**config.mk**
```make
export PLATFORM = sky130hd
export DESIGN_NAME = ftc_timer
export DESIGN_NICKNAME = d
export VERILOG_FILES = /design/src/rtl/ftc_pkg.sv /design/src/rtl/ftc_inc_reg.sv /design/src/rtl/ftc_accum.sv /design/src/rtl/ftc_rd_port.sv /design/src/rtl/ftc_timer.sv
export SDC_FILE = /design/constraint.sdc
export NUM_CORES = 1
export LEC_CHECK = 0
export BUFFER_PORTS_ARGS = -buffer_cell sky130_fd_sc_hd__clkbuf_2
export CORE_ASPECT_RATIO = 1.5
export CORE_UTILIZATION = 65
export CTS_BUF_LIST = sky130_fd_sc_hd__clkbuf_4 sky130_fd_sc_hd__clkbuf_8 sky130_fd_sc_hd__clkbuf_16
export DETAILED_ROUTE_END_ITERATION = 8
export PLACE_DENSITY = 0.86
export SLEW_MARGIN = 20
export SYNTH_ARGS = -nofsm -noshare
export SYNTH_HDL_FRONTEND = slang
export SYNTH_HIERARCHICAL = 1
export SYNTH_SLANG_ARGS = --single-unit
```
**constraint.sdc**
```tcl
create_clock -name clk -period 4.38 [get_ports clk]
set_input_delay 0.219 -clock clk [delete_from_list [all_inputs] [get_ports clk]]
set_output_delay 0.219 -clock clk [all_outputs]
set_load 0.01 [all_outputs]
```
**src/rtl/ftc_pkg.sv**
```systemverilog
// Shared address codes for the fractional-increment timer.
// Assumes 2-bit write and read address buses.
package ftc_pkg;
    localparam logic [1:0] WR_INC  = 2'd0;
    localparam logic [1:0] WR_LO   = 2'd1;
    localparam logic [1:0] WR_HI   = 2'd2;
    localparam logic [1:0] RD_LO   = 2'd0;
    localparam logic [1:0] RD_HI   = 2'd1;
    localparam logic [1:0] RD_INC  = 2'd2;
    localparam logic [1:0] RD_ZERO = 2'd3;
endpackage

```
**src/rtl/ftc_inc_reg.sv**
```systemverilog
// Increment register and per-tick step decision.
// Wide variant: the low WIDE_INC_W bits are stored and every tick steps.
// Narrow variant: the low NAR_INC_W bits are the step and the upper bits a
// period P; one step is issued every P ticks, and P = 0 halts.
// Assumes tick and wr_inc are synchronous single-cycle strobes.
module ftc_inc_reg #(
    parameter int REG_W      = 32,
    parameter bit NARROW     = 1'b0,
    parameter int WIDE_INC_W = 31,
    parameter int NAR_INC_W  = 24
) (
    input  logic             clk,
    input  logic             rst_n,
    input  logic             tick,
    input  logic             wr_inc,
    input  logic [REG_W-1:0] wr_data,
    output logic [REG_W-1:0] inc_q,
    output logic [REG_W-1:0] step_inc,
    output logic             step
);
    localparam logic [REG_W-1:0] WIDE_MASK = (REG_W'(1) << WIDE_INC_W) - REG_W'(1);
    localparam logic [REG_W-1:0] NAR_MASK  = (REG_W'(1) << NAR_INC_W) - REG_W'(1);
    localparam int               PER_W     = REG_W - NAR_INC_W;

    logic [REG_W-1:0] inc_d;

    // Holds the increment; a write lands at the edge and is used from the next tick.
    always_ff @(posedge clk) begin
        if (!rst_n)      inc_q <= '0;
        else if (wr_inc) inc_q <= inc_d;
    end

    generate
        if (NARROW) begin : g_narrow
            logic [PER_W-1:0] per_q;
            logic [PER_W-1:0] phase_q;
            logic             fire;

            assign inc_d    = wr_data;
            assign per_q    = inc_q[REG_W-1:NAR_INC_W];
            assign fire     = tick && (per_q != '0) && (phase_q == per_q - PER_W'(1));
            assign step     = fire;
            assign step_inc = inc_q & NAR_MASK;

            // Counts ticks inside the current period; an increment write restarts it.
            always_ff @(posedge clk) begin
                if (!rst_n)                    phase_q <= '0;
                else if (wr_inc)               phase_q <= '0;
                else if (tick && per_q != '0)  phase_q <= fire ? '0 : phase_q + PER_W'(1);
            end

            p_phase_range_r5: assert property (@(posedge clk) disable iff (!rst_n)
                (per_q != '0) |-> (phase_q < per_q));
            p_halt_r5: assert property (@(posedge clk) disable iff (!rst_n)
                (per_q == '0) |-> !step);
            p_restart_r5: assert property (@(posedge clk) disable iff (!rst_n)
                wr_inc |=> (phase_q == '0));
        end else begin : g_wide
            assign inc_d    = wr_data & WIDE_MASK;
            assign step     = tick;
            assign step_inc = inc_q;

            p_top_bits_zero_r4: assert property (@(posedge clk) disable iff (!rst_n)
                (inc_q & ~WIDE_MASK) == '0);
        end
    endgenerate

    p_inc_load_r3: assert property (@(posedge clk) disable iff (!rst_n)
        wr_inc |=> (inc_q == ($past(wr_data) & (NARROW ? {REG_W{1'b1}} : WIDE_MASK))));
    p_inc_hold_r3: assert property (@(posedge clk) disable iff (!rst_n)
        !wr_inc |=> $stable(inc_q));
endmodule

```
**src/rtl/ftc_accum.sv**
```systemverilog
// Time count accumulator with a staged low word and an atomic load.
// A high-word write loads {data, staged low} and takes priority over a step.
// Assumes wr_lo and wr_hi are never high in the same cycle (one write port).
module ftc_accum #(
    parameter int CNT_W = 64,
    parameter int REG_W = 32
) (
    input  logic             clk,
    input  logic             rst_n,
    input  logic             step,
    input  logic [REG_W-1:0] step_inc,
    input  logic             wr_lo,
    input  logic             wr_hi,
    input  logic [REG_W-1:0] wr_data,
    output logic [CNT_W-1:0] cnt
);
    localparam int EXT_W = CNT_W - REG_W;

    logic [REG_W-1:0] lo_stage;

    // Keeps the low word until a high-word write commits it.
    always_ff @(posedge clk) begin
        if (!rst_n)     lo_stage <= '0;
        else if (wr_lo) lo_stage <= wr_data;
    end

    // Loads the count or advances it by the step, wrapping modulo 2^CNT_W.
    always_ff @(posedge clk) begin
        if (!rst_n)     cnt <= '0;
        else if (wr_hi) cnt <= {wr_data, lo_stage};
        else if (step)  cnt <= cnt + {{EXT_W{1'b0}}, step_inc};
    end

    p_hold_r2: assert property (@(posedge clk) disable iff (!rst_n)
        (!step && !wr_hi) |=> $stable(cnt));
    p_step_adds_r2: assert property (@(posedge clk) disable iff (!rst_n)
        (step && !wr_hi) |=> (cnt == $past(cnt) + {{EXT_W{1'b0}}, $past(step_inc)}));
    p_load_wins_r6: assert property (@(posedge clk) disable iff (!rst_n)
        wr_hi |=> (cnt == {$past(wr_data), $past(lo_stage)}));
    p_stage_only_r6: assert property (@(posedge clk) disable iff (!rst_n)
        wr_lo |=> (lo_stage == $past(wr_data)));
endmodule

```
**src/rtl/ftc_rd_port.sv**
```systemverilog
// Registered read port with a coherent high-word shadow.
// A low read snapshots the high half; a high read returns that snapshot.
// Assumes software pairs a low read with a later high read.
module ftc_rd_port #(
    parameter int CNT_W = 64,
    parameter int REG_W = 32
) (
    input  logic             clk,
    input  logic             rst_n,
    input  logic             rd_en,
    input  logic [1:0]       rd_sel,
    input  logic [CNT_W-1:0] cnt,
    input  logic [REG_W-1:0] inc_q,
    output logic [REG_W-1:0] rd_data
);
    import ftc_pkg::*;

    logic [REG_W-1:0] shadow;
    logic [REG_W-1:0] rd_mux;

    // Picks the word the current read returns.
    always_comb begin
        case (rd_sel)
            RD_LO:   rd_mux = cnt[REG_W-1:0];
            RD_HI:   rd_mux = shadow;
            RD_INC:  rd_mux = inc_q;
            default: rd_mux = '0;
        endcase
    end

    // Captures the upper half of the count on a low-word read.
    always_ff @(posedge clk) begin
        if (!rst_n)                           shadow <= '0;
        else if (rd_en && rd_sel == RD_LO)    shadow <= cnt[CNT_W-1:REG_W];
    end

    // Registers the read result; holds it between reads.
    always_ff @(posedge clk) begin
        if (!rst_n)     rd_data <= '0;
        else if (rd_en) rd_data <= rd_mux;
    end

    p_shadow_capture_r7: assert property (@(posedge clk) disable iff (!rst_n)
        (rd_en && rd_sel == RD_LO) |=> (shadow == $past(cnt[CNT_W-1:REG_W])));
    p_high_from_shadow_r7: assert property (@(posedge clk) disable iff (!rst_n)
        (rd_en && rd_sel == RD_HI) |=> (rd_data == $past(shadow)));
    p_idle_hold_r8: assert property (@(posedge clk) disable iff (!rst_n)
        !rd_en |=> $stable(rd_data));
    p_zero_addr_r8: assert property (@(posedge clk) disable iff (!rst_n)
        (rd_en && rd_sel == RD_ZERO) |=> (rd_data == '0));
endmodule

```
**src/rtl/ftc_timer.sv**
```systemverilog
// Fractional-increment timestamp counter (top).
// Decodes the write port, then connects the increment register, the
// accumulator and the read port. NARROW selects the increment format.
// Assumes CNT_W is exactly two register words.
module ftc_timer #(
    parameter int REG_W      = 32,
    parameter bit NARROW     = 1'b0,
    parameter int WIDE_INC_W = 31,
    parameter int NAR_INC_W  = 24
) (
    input  logic             clk,
    input  logic             rst_n,
    input  logic             tick,
    input  logic             wr_en,
    input  logic [1:0]       wr_addr,
    input  logic [REG_W-1:0] wr_data,
    input  logic             rd_en,
    input  logic [1:0]       rd_addr,
    output logic [REG_W-1:0] rd_data
);
    import ftc_pkg::*;

    localparam int CNT_W = 2 * REG_W;

    logic             wr_inc, wr_lo, wr_hi, step;
    logic [REG_W-1:0] inc_q, step_inc;
    logic [CNT_W-1:0] cnt;

    // Decodes the single write port into one strobe per target.
    always_comb begin
        wr_inc = wr_en && (wr_addr == WR_INC);
        wr_lo  = wr_en && (wr_addr == WR_LO);
        wr_hi  = wr_en && (wr_addr == WR_HI);
    end

    ftc_inc_reg #(
        .REG_W(REG_W), .NARROW(NARROW),
        .WIDE_INC_W(WIDE_INC_W), .NAR_INC_W(NAR_INC_W)
    ) u_inc (
        .clk(clk), .rst_n(rst_n), .tick(tick), .wr_inc(wr_inc),
        .wr_data(wr_data), .inc_q(inc_q), .step_inc(step_inc), .step(step)
    );

    ftc_accum #(.CNT_W(CNT_W), .REG_W(REG_W)) u_acc (
        .clk(clk), .rst_n(rst_n), .step(step), .step_inc(step_inc),
        .wr_lo(wr_lo), .wr_hi(wr_hi), .wr_data(wr_data), .cnt(cnt)
    );

    ftc_rd_port #(.CNT_W(CNT_W), .REG_W(REG_W)) u_rd (
        .clk(clk), .rst_n(rst_n), .rd_en(rd_en), .rd_sel(rd_addr),
        .cnt(cnt), .inc_q(inc_q), .rd_data(rd_data)
    );

    p_one_write_target_r6: assert property (@(posedge clk) disable iff (!rst_n)
        $onehot0({wr_inc, wr_lo, wr_hi}));
    p_reset_state_r1: assert property (@(posedge clk)
        $past(!rst_n) |-> (cnt == '0 && inc_q == '0 && rd_data == '0));
endmodule

```
Word-level counts from Yosys, hierarchy flattened. Cells that the tools add are included.

Logic and storage cells: 20. Output and inout port bits: 32. Flip-flop bits (word level): 191.

Multiplexer cells: 3. $add $sub $neg: 1. Equal/unequal tests: 4. Reductions and logical operators: 7.

Operators by type and width (number): two-way mux 64 bit (2); one-hot mux 32 bit (3 select lines) (1); adder 64 x 31 -> 64 bit (1); == test 2 x 1 -> 1 bit, second input constant (2); == test 2 bit, second input constant (2); logical AND 1 bit (4); zero test 2 bit (2); nonzero test 2 bit (1).

Longest topological paths before layout. Gate-level depths: netlist of run 1.

Depth after elaboration: 3. Mapped depth: 12. Depth with buffers taken out: 10.

By module. Netlist of run 1, hierarchy kept.

By module, submodules not included: ftc_accum (cells each 759, area each 6188.4 um^2, instances 1, seq. area each 1921.8 um^2); ftc_rd_port (cells each 355, area each 3001.6 um^2, instances 1, seq. area each 1281.2 um^2); ftc_inc_reg (cells each 135, area each 1466.4 um^2, instances 1, seq. area each 620.6 um^2); ftc_timer (cells each 3, area each 30.0 um^2, instances 1, seq. area each 0.0 um^2).

Least setup slack after synthesis of run 1. OpenSTA, ideal clock, no wires.

Kind: flip-flop to flip-flop. Start: register u_inc.inc_q[0]. End: register u_acc.cnt[38]. Arrival time: 2.710 ns. Setup time: 0.122 ns. Stages on the path, launching flop included: 12. Clock period less this slack: 2.832 ns. Path slack: 1.548 ns. Path buffers: 1. Cell sequence: dfxtp_1 -> buf_4 -> ha_1 -> fa_1 -> a21o_1 -> a221oi_2 -> o31a_1 -> nor3b_4 -> o211ai_2 -> a21oi_1 -> and3b_1 -> o311a_1.

Cells in the longest elaborated chain, start to end: 3.

Ends and longest elaborated chain: start, declared (RTL line ftc_inc_reg.sv:17) `output logic [REG_W-1:0] inc_q,`; start signal, assigned (RTL line ftc_inc_reg.sv:30) `else if (wr_inc) inc_q <= inc_d;`; adder 64 x 31 -> 64 bit (RTL line ftc_accum.sv:31) `else if (step) cnt <= cnt + {{EXT_W{1'b0}}, step_inc};`; two-way mux 64 bit (RTL line ftc_accum.sv:31); two-way mux 64 bit (RTL line ftc_accum.sv:30) `else if (wr_hi) cnt <= {wr_data, lo_stage};`; end signal, assigned (RTL line ftc_accum.sv:30); end signal, assigned (RTL line ftc_accum.sv:31); end, declared (RTL line ftc_accum.sv:15) `output logic [CNT_W-1:0] cnt`.

No other way between the ends. The select of a mux whose other input is x is not followed. A chain may end at the register's enable or synchronous reset.

Final worst setup path of run 1.
Start: register u_inc.inc_q[0]. End: register u_acc.cnt[50].

Same word-level chain as after synthesis.

==> results of run 1 <==
## layer usage
layer  up-vias  share of wire [%]  global-route usage (%)
li1       4407                  -                       -
met1      4432                 41                    44.0
met2       426                 48                    56.9
met3        83                6.9                    5.53
met4         0                3.8                    15.5
met5         -                  0                       0
## cell type report
cell class / instances / share of cell area, %
Clock buffer: 17 / 3.74
Timing Repair Buffer: 88 / 4.28
Inverter: 16 / 0.528
Sequential cell: 191 / 33.6
Tap cell: 206 / 2.26
Multi-Input combinational cell: 932 / 53.7
Clock inverter: 15 / 1.90
## state kept, by name, summed over array words and instances (netlist names)
signal          count
u_acc/cnt          64
u_acc/lo_stage     32
u_inc/inc_q        31
u_rd/rd_data       32
u_rd/shadow        32
## final timing paths
| path | from | end | cells past startpoint |
|---|---|---|---|
| worst max-delay path | u_inc/inc_q[0] | u_acc/cnt[50] | 11 |
| worst min-delay path | wr_data[31] | u_acc/lo_stage[31] | 3 |
| worst max register to register | u_inc/inc_q[0] | u_acc/cnt[50] | 11 |
| worst min register to register | u_rd/shadow[4] | u_rd/shadow[4] | 2 |
## through the flow
step	cell area, sq um	utilization (%)	power [mW]
2_1_floorplan	10700	-	2.24
3_3_place_gp	10700	66.6	2.35
3_5_place_dp	10700	66.7	2.36
4_1_cts	11400	70.6	3.99
5_1_grt	11400	70.6	4.12
6_report	11400	70.6	3.99
## logic make-up (layout without fill, tap and decap cells)
| logic type | count (synthesis) | count (layout) | synth area share [%] |
|---|---|---|---|
| flip-flops | 191 | 191 | 35.8 |
| multiplexers | 107 | 107 | 10.0 |
| other | 1 | 2 | 0.0351 |
| adder cells (fa/ha/maj) | 33 | 33 | 3.93 |
| XOR/XNOR | 55 | 55 | 4.51 |
| AO/OA/AOI/OAI | 349 | 349 | 20.9 |
| buffers and inverters | 130 | 136 | 7.18 |
| AND/OR/NAND/NOR | 386 | 386 | 17.7 |
## worst min-delay path: stages
cell and delay, ns:
clkbuf_2 0.09, mux2i_1 0.07, nor2_1 0.08
## power breakdown
| group | leakage [nW] | switching, mW | internal, mW | total [mW] |
|---|---|---|---|---|
| Combinational | 2.33 | 0.288 | 0.178 | 0.466 |
| Clock | 0.305 | 0.812 | 0.838 | 1.65 |
| Sequential | 1.56 | 0.0617 | 1.81 | 1.87 |
| Total | 4.19 | 1.16 | 2.82 | 3.99 |
## cell usage after synthesis, types with 30 or more instances
master	instances	area share (%)
dfxtp_1	191	36
nand2_1	153	5.4
mux2i_1	107	10
a21oi_1	102	4.8
o21ai_0	92	4.3
nor2_1	69	2.4
clkbuf_1	51	1.8
xnor2_1	44	3.6
a31oi_1	38	2.2
buf_4	35	2.5
nor2b_1	35	2.0
ha_1	32	3.7
a21boi_1	30	2.1
or2_1	30	1.8
==> results by stage, run 1 <==
Logic synthesis:
- After synthesis the cells add up to 10,700 sq um.
- The mean area per synthesized cell is 8.54 sq um.
- The share of flip-flops with an asynchronous set or reset is 0%.
- The number of synthesis warnings is 6.
- Counting every instance in the synthesized netlist gives 1,252.
- The primary flip-flop cell chosen by synthesis mapping is dfxtp_1.
- The number of storage elements in the synthesis netlist is 191.
- The count of different cell masters after synthesis is 74.
- Of the synthesized area, sequential elements account for 35.8%.
- The number of enable flip-flop cells after synthesis is 0.

Clock network:
- The cell at the root of the clock tree is clkbuf_16.
- The total number of clock tree sinks is 191.
- The clock-pin transition on the worst setup and hold timing paths is 0.08 ns.
- The CTS tree is done.
- The largest buffer count on any clock path is 2.
- In this run, CTS created clock tree buffers numbering 17.
- Post-CTS timing repair inserted 0 buffers for setup.
- The post-cts gate resize count is 0.
- The number of levels the H-tree was split into is 4.
- The clock network latency to the later pin of the worst-skew pair is 0.45 ns.
- After clock tree synthesis, the flow added hold-fix buffers numbering 0.

Drt:
- The wire length per cell after detailed routing is 19.9 um.
- The routed design has 29,200 um of wire.
- The post-detailed-route count of antenna-violating nets is 0.
- Summing over every cut layer, the via total after detailed routing is 9,348.
- The via density per instance is 6.38.
- The detailed router finished its first iteration with 824 violations.
- After detailed routing, the number of remaining DRC violations is 0.
- The number of detailed-routing iterations run before antenna repair is 7.

Placement:
- The placed cell count is 1,433.
- Prior to clock tree synthesis, the placed netlist has a worst setup slack of 1.19 ns.
- The detailed placement HPWL is 20,200 um.
- Buffers placed on the I/O ports in this run total 72.
- The congestion estimate from routability-driven global placement came to 0.986.

Timing:
- After layout, the minimum clock period comes to 3.33 ns.
- Setup repair after global routing left no endpoint under its margin.
- Measured against its own limit, the worst slew margin works out to 26.0%.
- The slew at the pin with the worst max-slew slack is 1.11 ns.
- Setup violations remaining at the end of the flow were counted as 0.
- The setup skew after layout is 0.0157 ns.
- On the final layout, the worst hold slack is 0.0491 ns.
- The smallest setup slack after layout is 1.05 ns.
- Dividing the final minimum period by the clock period gives 76.1%.
- The number of max-slew violations in the final report was 0.
- The fmax is 300 MHz.
- The count of final hold-check violations is 0.
- Adding up every negative setup slack in the final design gives 0 ns.

Setup path:
- The kind of end point of the critical path is a flip-flop.
- STA puts the critical path data arrival time at 3.62 ns.
- The reg-to-reg setup timing slack is 1.05 ns.
- The startpoint type of the worst setup path is a flip-flop.
- The critical path class is reg -> reg.
- The critical path's slowest cell is o211ai_2.
- The largest fanout on the critical path is 8.
- The signal on the critical path passes through ha_1 > fa_1 > a21o_1 > a221oi_2 > o31a_1 > nor3b_4 > o211ai_2 > buf_4 > a2111oi_2 > xnor2_1 > a21oi_1.
- The family of cells with the greatest summed delay on the critical path is compound AO/OA/AOI/OAI gates.
- For this run, the slowest stage of the critical path takes 0.48 ns.
- At the worst endpoint, the required time is 4.67 ns.
- The number of buffers and inverters on the critical path is 1.

Final layout:
- The most common cell after layout, fill and taps aside is dfxtp_1.
- Summing all multi-input logic gate instances after layout gives 6110 sq um.
- Cells with a size suffix above 1 make up 11.7% of the layout.
- The number of cells in the finished layout apart from fillers is 1,465.
- The area taken by flip-flops and latches is 3820 sq um.
- Fill cells in the final layout number 1,324.
- The library cells used most frequently in the layout, excluding fill and tap cells, are dfxtp_1, nand2_1, mux2i_1.
- The number of antenna cells inserted is 0.
- The net count of the finished layout is 1,320.
- The area growth from synthesis to layout is 6.53%.

Worst hold path:
- The min-delay analysis places its worst path in the category in -> reg.

Power:
- Summed over all cells, the static leakage comes to 4.19 nW.
- In this run the power density over the cells is 350 nW/um^2.
- The maximum vdd drop is 0.378 mV.

Floorplan:
- The die is 159 um tall.
- The core area is 16,100 sq um.
- The die covers 17,000 sq um.
- The floorplan row count is 57.
- The effective utilization at floorplan is 66.3%.
- In this run the horizontal extent of the chip is 107 um.
- Pin placement for this block handled 73 I/O pins.

Global routing:
- Global routing used 34.5% of the available tracks across all layers.
- The first global-routing pass estimated 45,900 um of wire.
- The number of antenna violations at the first check in global routing came to 0.
- The via count of the first global-routing pass is 8,832.
- For this run the aggregate overflow at the end of global routing stands at 0.
- Entering global routing, the biggest net connects 105 pins.

Flow run:
- The number of max-capacitance violations reported is 0.

Status:
- The run finished with clean final reports.
Note: power is estimated with default switching activity, not from simulation.
==> run 2, diff against run 1 <==
- CORE_UTILIZATION: 65 -> 55
- PLACE_DENSITY: 0.86 -> 0.77
- clock period: 4.38 -> 2.8 ns (I/O delays scaled with it)
==> results by stage, run 2 (same netlist as run 1, synthesis figures left out) <==
Drt:
- The post-detailed-route count of antenna-violating nets is 0 (unchanged).
- The routed wire length is 31,800 um (was 29,200 um).
- The initial detailed-routing violation count is 853 (was 824).
- The routed via count is 9,748 (was 9,348).
- The wire length per cell after detailed routing was 19.8 um (was 19.9 um).
- The final routed DRC violation total is 0 (unchanged).
- The number of detailed-routing iterations run before antenna repair is 5 (was 7).
- The via density per instance is 6.07 (was 6.38).

Setup path:
- The critical path's slowest cell is a2111o_1 (was o211ai_2).
- The largest stage delay on the critical path is 0.57 ns (was 0.48 ns).
- List of cells traversed by the critical path: ha_4 > o211ai_1 > o211ai_1 > buf_4 > a21o_1 > o21ai_2 > a2111o_1 > a21oi_1 > xnor2_1 > a211oi_1 (was ha_1 > fa_1 > a21o_1 > a221oi_2 > o31a_1 > nor3b_4 > o211ai_2 > buf_4 > a2111oi_2 > xnor2_1 > a21oi_1).
- The data required time of the critical path is 3.16 ns (was 4.67 ns).
- The critical path class is reg -> reg (unchanged).
- The startpoint type of the worst setup path is a flip-flop (unchanged).
- The kind of end point of the critical path is a flip-flop (unchanged).
- The largest fanout on the critical path is 4 (was 8).
- The signal arrival time at the worst endpoint was 3.15 ns (was 3.62 ns).
- The cell type with the highest occurrence count on the critical path is o211ai_1.

Placement:
- The final weighted congestion of routability-driven global placement is 0.979 (was 0.986).
- The detailed placement HPWL is 22,200 um (was 20,200 um).
- The instance area after placement is 11,300 sq um (was 10,700 sq um).
- The number of port buffers came to 72 (unchanged).
- The placed cell count is 1,552 (was 1,433).

Final layout:
- The area growth from synthesis to layout is 18.7% (was 6.53%).
- The number of cells in the finished layout apart from fillers was 1,606 (was 1,465).
- The layout cell share with drive strength beyond 1 is 20.7% (was 11.7%).
- The number of antenna cells inserted is 0 (unchanged).
- The final layout net count is 1,411 (was 1,320).
- The final design utilization is 66.5% (was 70.6%).
- The flip-flop count of the largest register after layout is 64 (unchanged).
- The most common cell after layout, fill and taps aside is dfxtp_1 (unchanged).
- The register bank with the most flops is u_acc/cnt (unchanged).
- Highest-count cells in the layout ignoring fill and taps: dfxtp_1, nand2_1, mux2i_1 (unchanged).
- The cell area after layout is 12,700 sq um (was 11,400 sq um).

Timing:
- The final period utilization is 99.6% (was 76.1%).
- The remaining max-slew budget at the tightest pin is 55.5% (was 26.0%).
- The final hold slack is -0.00101 ns (was 0.0491 ns).
- The count of final hold-check violations is 1 (was 0).
- The final setup violation count is 0 (unchanged).
- RSZ-0062 raised after global routing: true (was false).
- The number of max-slew violations in the final report is 0 (unchanged).
- The fmax came to 359 MHz (was 300 MHz).
- The accumulated negative setup slack came to 0 ns (unchanged).
- The setup skew after layout is 0.00822 ns (was 0.0157 ns).
- The shortest clock period the worst path allows after layout is 2.79 ns (was 3.33 ns).
- The slew at the pin with the worst max-slew slack came to 0.667 ns (was 1.11 ns).

Floorplan:
- The area of the die is 20,000 sq um (was 17,000 sq um).
- The core area is 19,100 sq um (was 16,100 sq um).
- The horizontal extent of the die is 116 um (was 107 um).
- The count of pins on the block boundary is 73 (unchanged).
- The die height is 173 um (was 159 um).
- The effective utilization at floorplan is 56.0% (was 66.3%).
- The floorplan row count came to 62 (was 57).

Clock network:
- The number of levels the H-tree was split into is 4 (unchanged).
- The clock network latency to the later pin of the worst-skew pair is 0.44 ns (was 0.45 ns).
- The CTS tree is done (unchanged).
- The cell at the root of the clock tree is clkbuf_16 (unchanged).
- The largest buffer count on any clock path is 2 (unchanged).
- The clock-pin transition on the worst setup and hold timing paths is 0.07 ns (was 0.08 ns).
- The total number of clock tree sinks is 191 (unchanged).
- The number of clock buffers inserted by TritonCTS is 17 (unchanged).

Global routing:
- The number of antenna violations at the first check in global routing is 2 (was 0).
- The global-route wire length before repair is 49,200 um (was 45,900 um).
- The overall overflow remaining after global route is 0 (unchanged).
- The maximum number of pins on one net before global-route repair came to 66 (was 105).
- The via count of the first global-routing pass came to 9,481 (was 8,832).
- The aggregate global-route resource usage came to 31.9% (was 34.5%).

Flow run:
- The number of max-capacitance violations reported was 0 (unchanged).

Status:
- The checks that failed: hold timing.
- Run status: complete, but fails checks (was complete, no violations).

Power:
- The maximum vdd drop came to 0.304 mV (was 0.378 mV).
- The ratio of total power to cell area was 498 nW/um^2 (was 350 nW/um^2).
- The leakage dissipation is 4.66 nW (was 4.19 nW).

Worst hold path:
- The classification of the worst-slack hold path was in -> reg (unchanged).
==> run 2: cell types whose count changed in the layout (fill, tap and decap cells not counted), moves of 4 or more <==
cell / change
a2111oi_4: +9
a2111oi_2: -5
dfxtp_1: -9
inv_6: +5
dlygate4sd3_1: +15
a211oi_1: -6
ha_1: -15
dfxtp_2: +9
clkinv_8: -4
buf_4: +72
ha_4: +13
a211oi_2: +5
==> run 2: per-stage QoR <==
step                setup slack, ns  total power, mW
detailed placement           -0.175             3.76
global placement             -0.176             3.75
CTS                         0.00126             6.28
finish                       0.0107             6.32
floorplan                    0.0199             3.50
global route                -0.0454             6.55
==> run 2: layout make-up <==
type	instances	area, sq um
tap	256	320
clock inverter	14	175
clock buffer	18	433
timing repair buffer	178	1230
fill	1622	6400
inverter	16	60.1
multi-input combinational	933	6630
sequential	191	3830
==> run 2: worst paths after layout <==
kind                                 startpoint                  to  slack, ns  cells past startpoint
worst max-delay path               u_acc/cnt[4]       u_acc/cnt[63]       0.01                     10
worst min-delay path                wr_data[14]  u_acc/lo_stage[14]     -0.001                      3
worst max register to register     u_acc/cnt[4]       u_acc/cnt[63]       0.01                     10
worst min register to register  u_rd/shadow[24]     u_rd/shadow[24]       0.45                      2
==> run 2: layer usage <==
layer	share of wire, %	global-route usage (%)	up-vias
li1	-	-	4593
met1	40	39.2	4685
met2	49	53.9	372
met3	5.8	4.38	98
met4	4.7	15.7	0
met5	0	0	-
==> run 2: critical path: cells and delay by family, from the launching register on <==
| family | cells | cell delay, ns |
|---|---|---|
| buf+inv | 1 | 0.17 |
| compound gates | 7 | 1.79 |
| flops | 1 | 0.34 |
| fa+ha+maj | 1 | 0.28 |
| xor+xnor | 1 | 0.13 |
==> run 2: power by group <==
group | internal, mW | leakage, nW | total [mW] | switching, mW
clock | 1.36 | 0.296 | 2.53 | 1.17
sequential | 2.83 | 1.56 | 2.92 | 0.0938
combinational | 0.364 | 2.80 | 0.862 | 0.499
==> run 2: timing repair <==
item | in CTS | in global routing
buffers inserted | 2 | 4
resized for setup | 13 | 71
hold buffers | 15 | 0
setup endpoints to repair | 19 | 34
hold endpoints to repair | 17 | 0
gates cloned | 0 | 1
pin swaps | 4 | 39
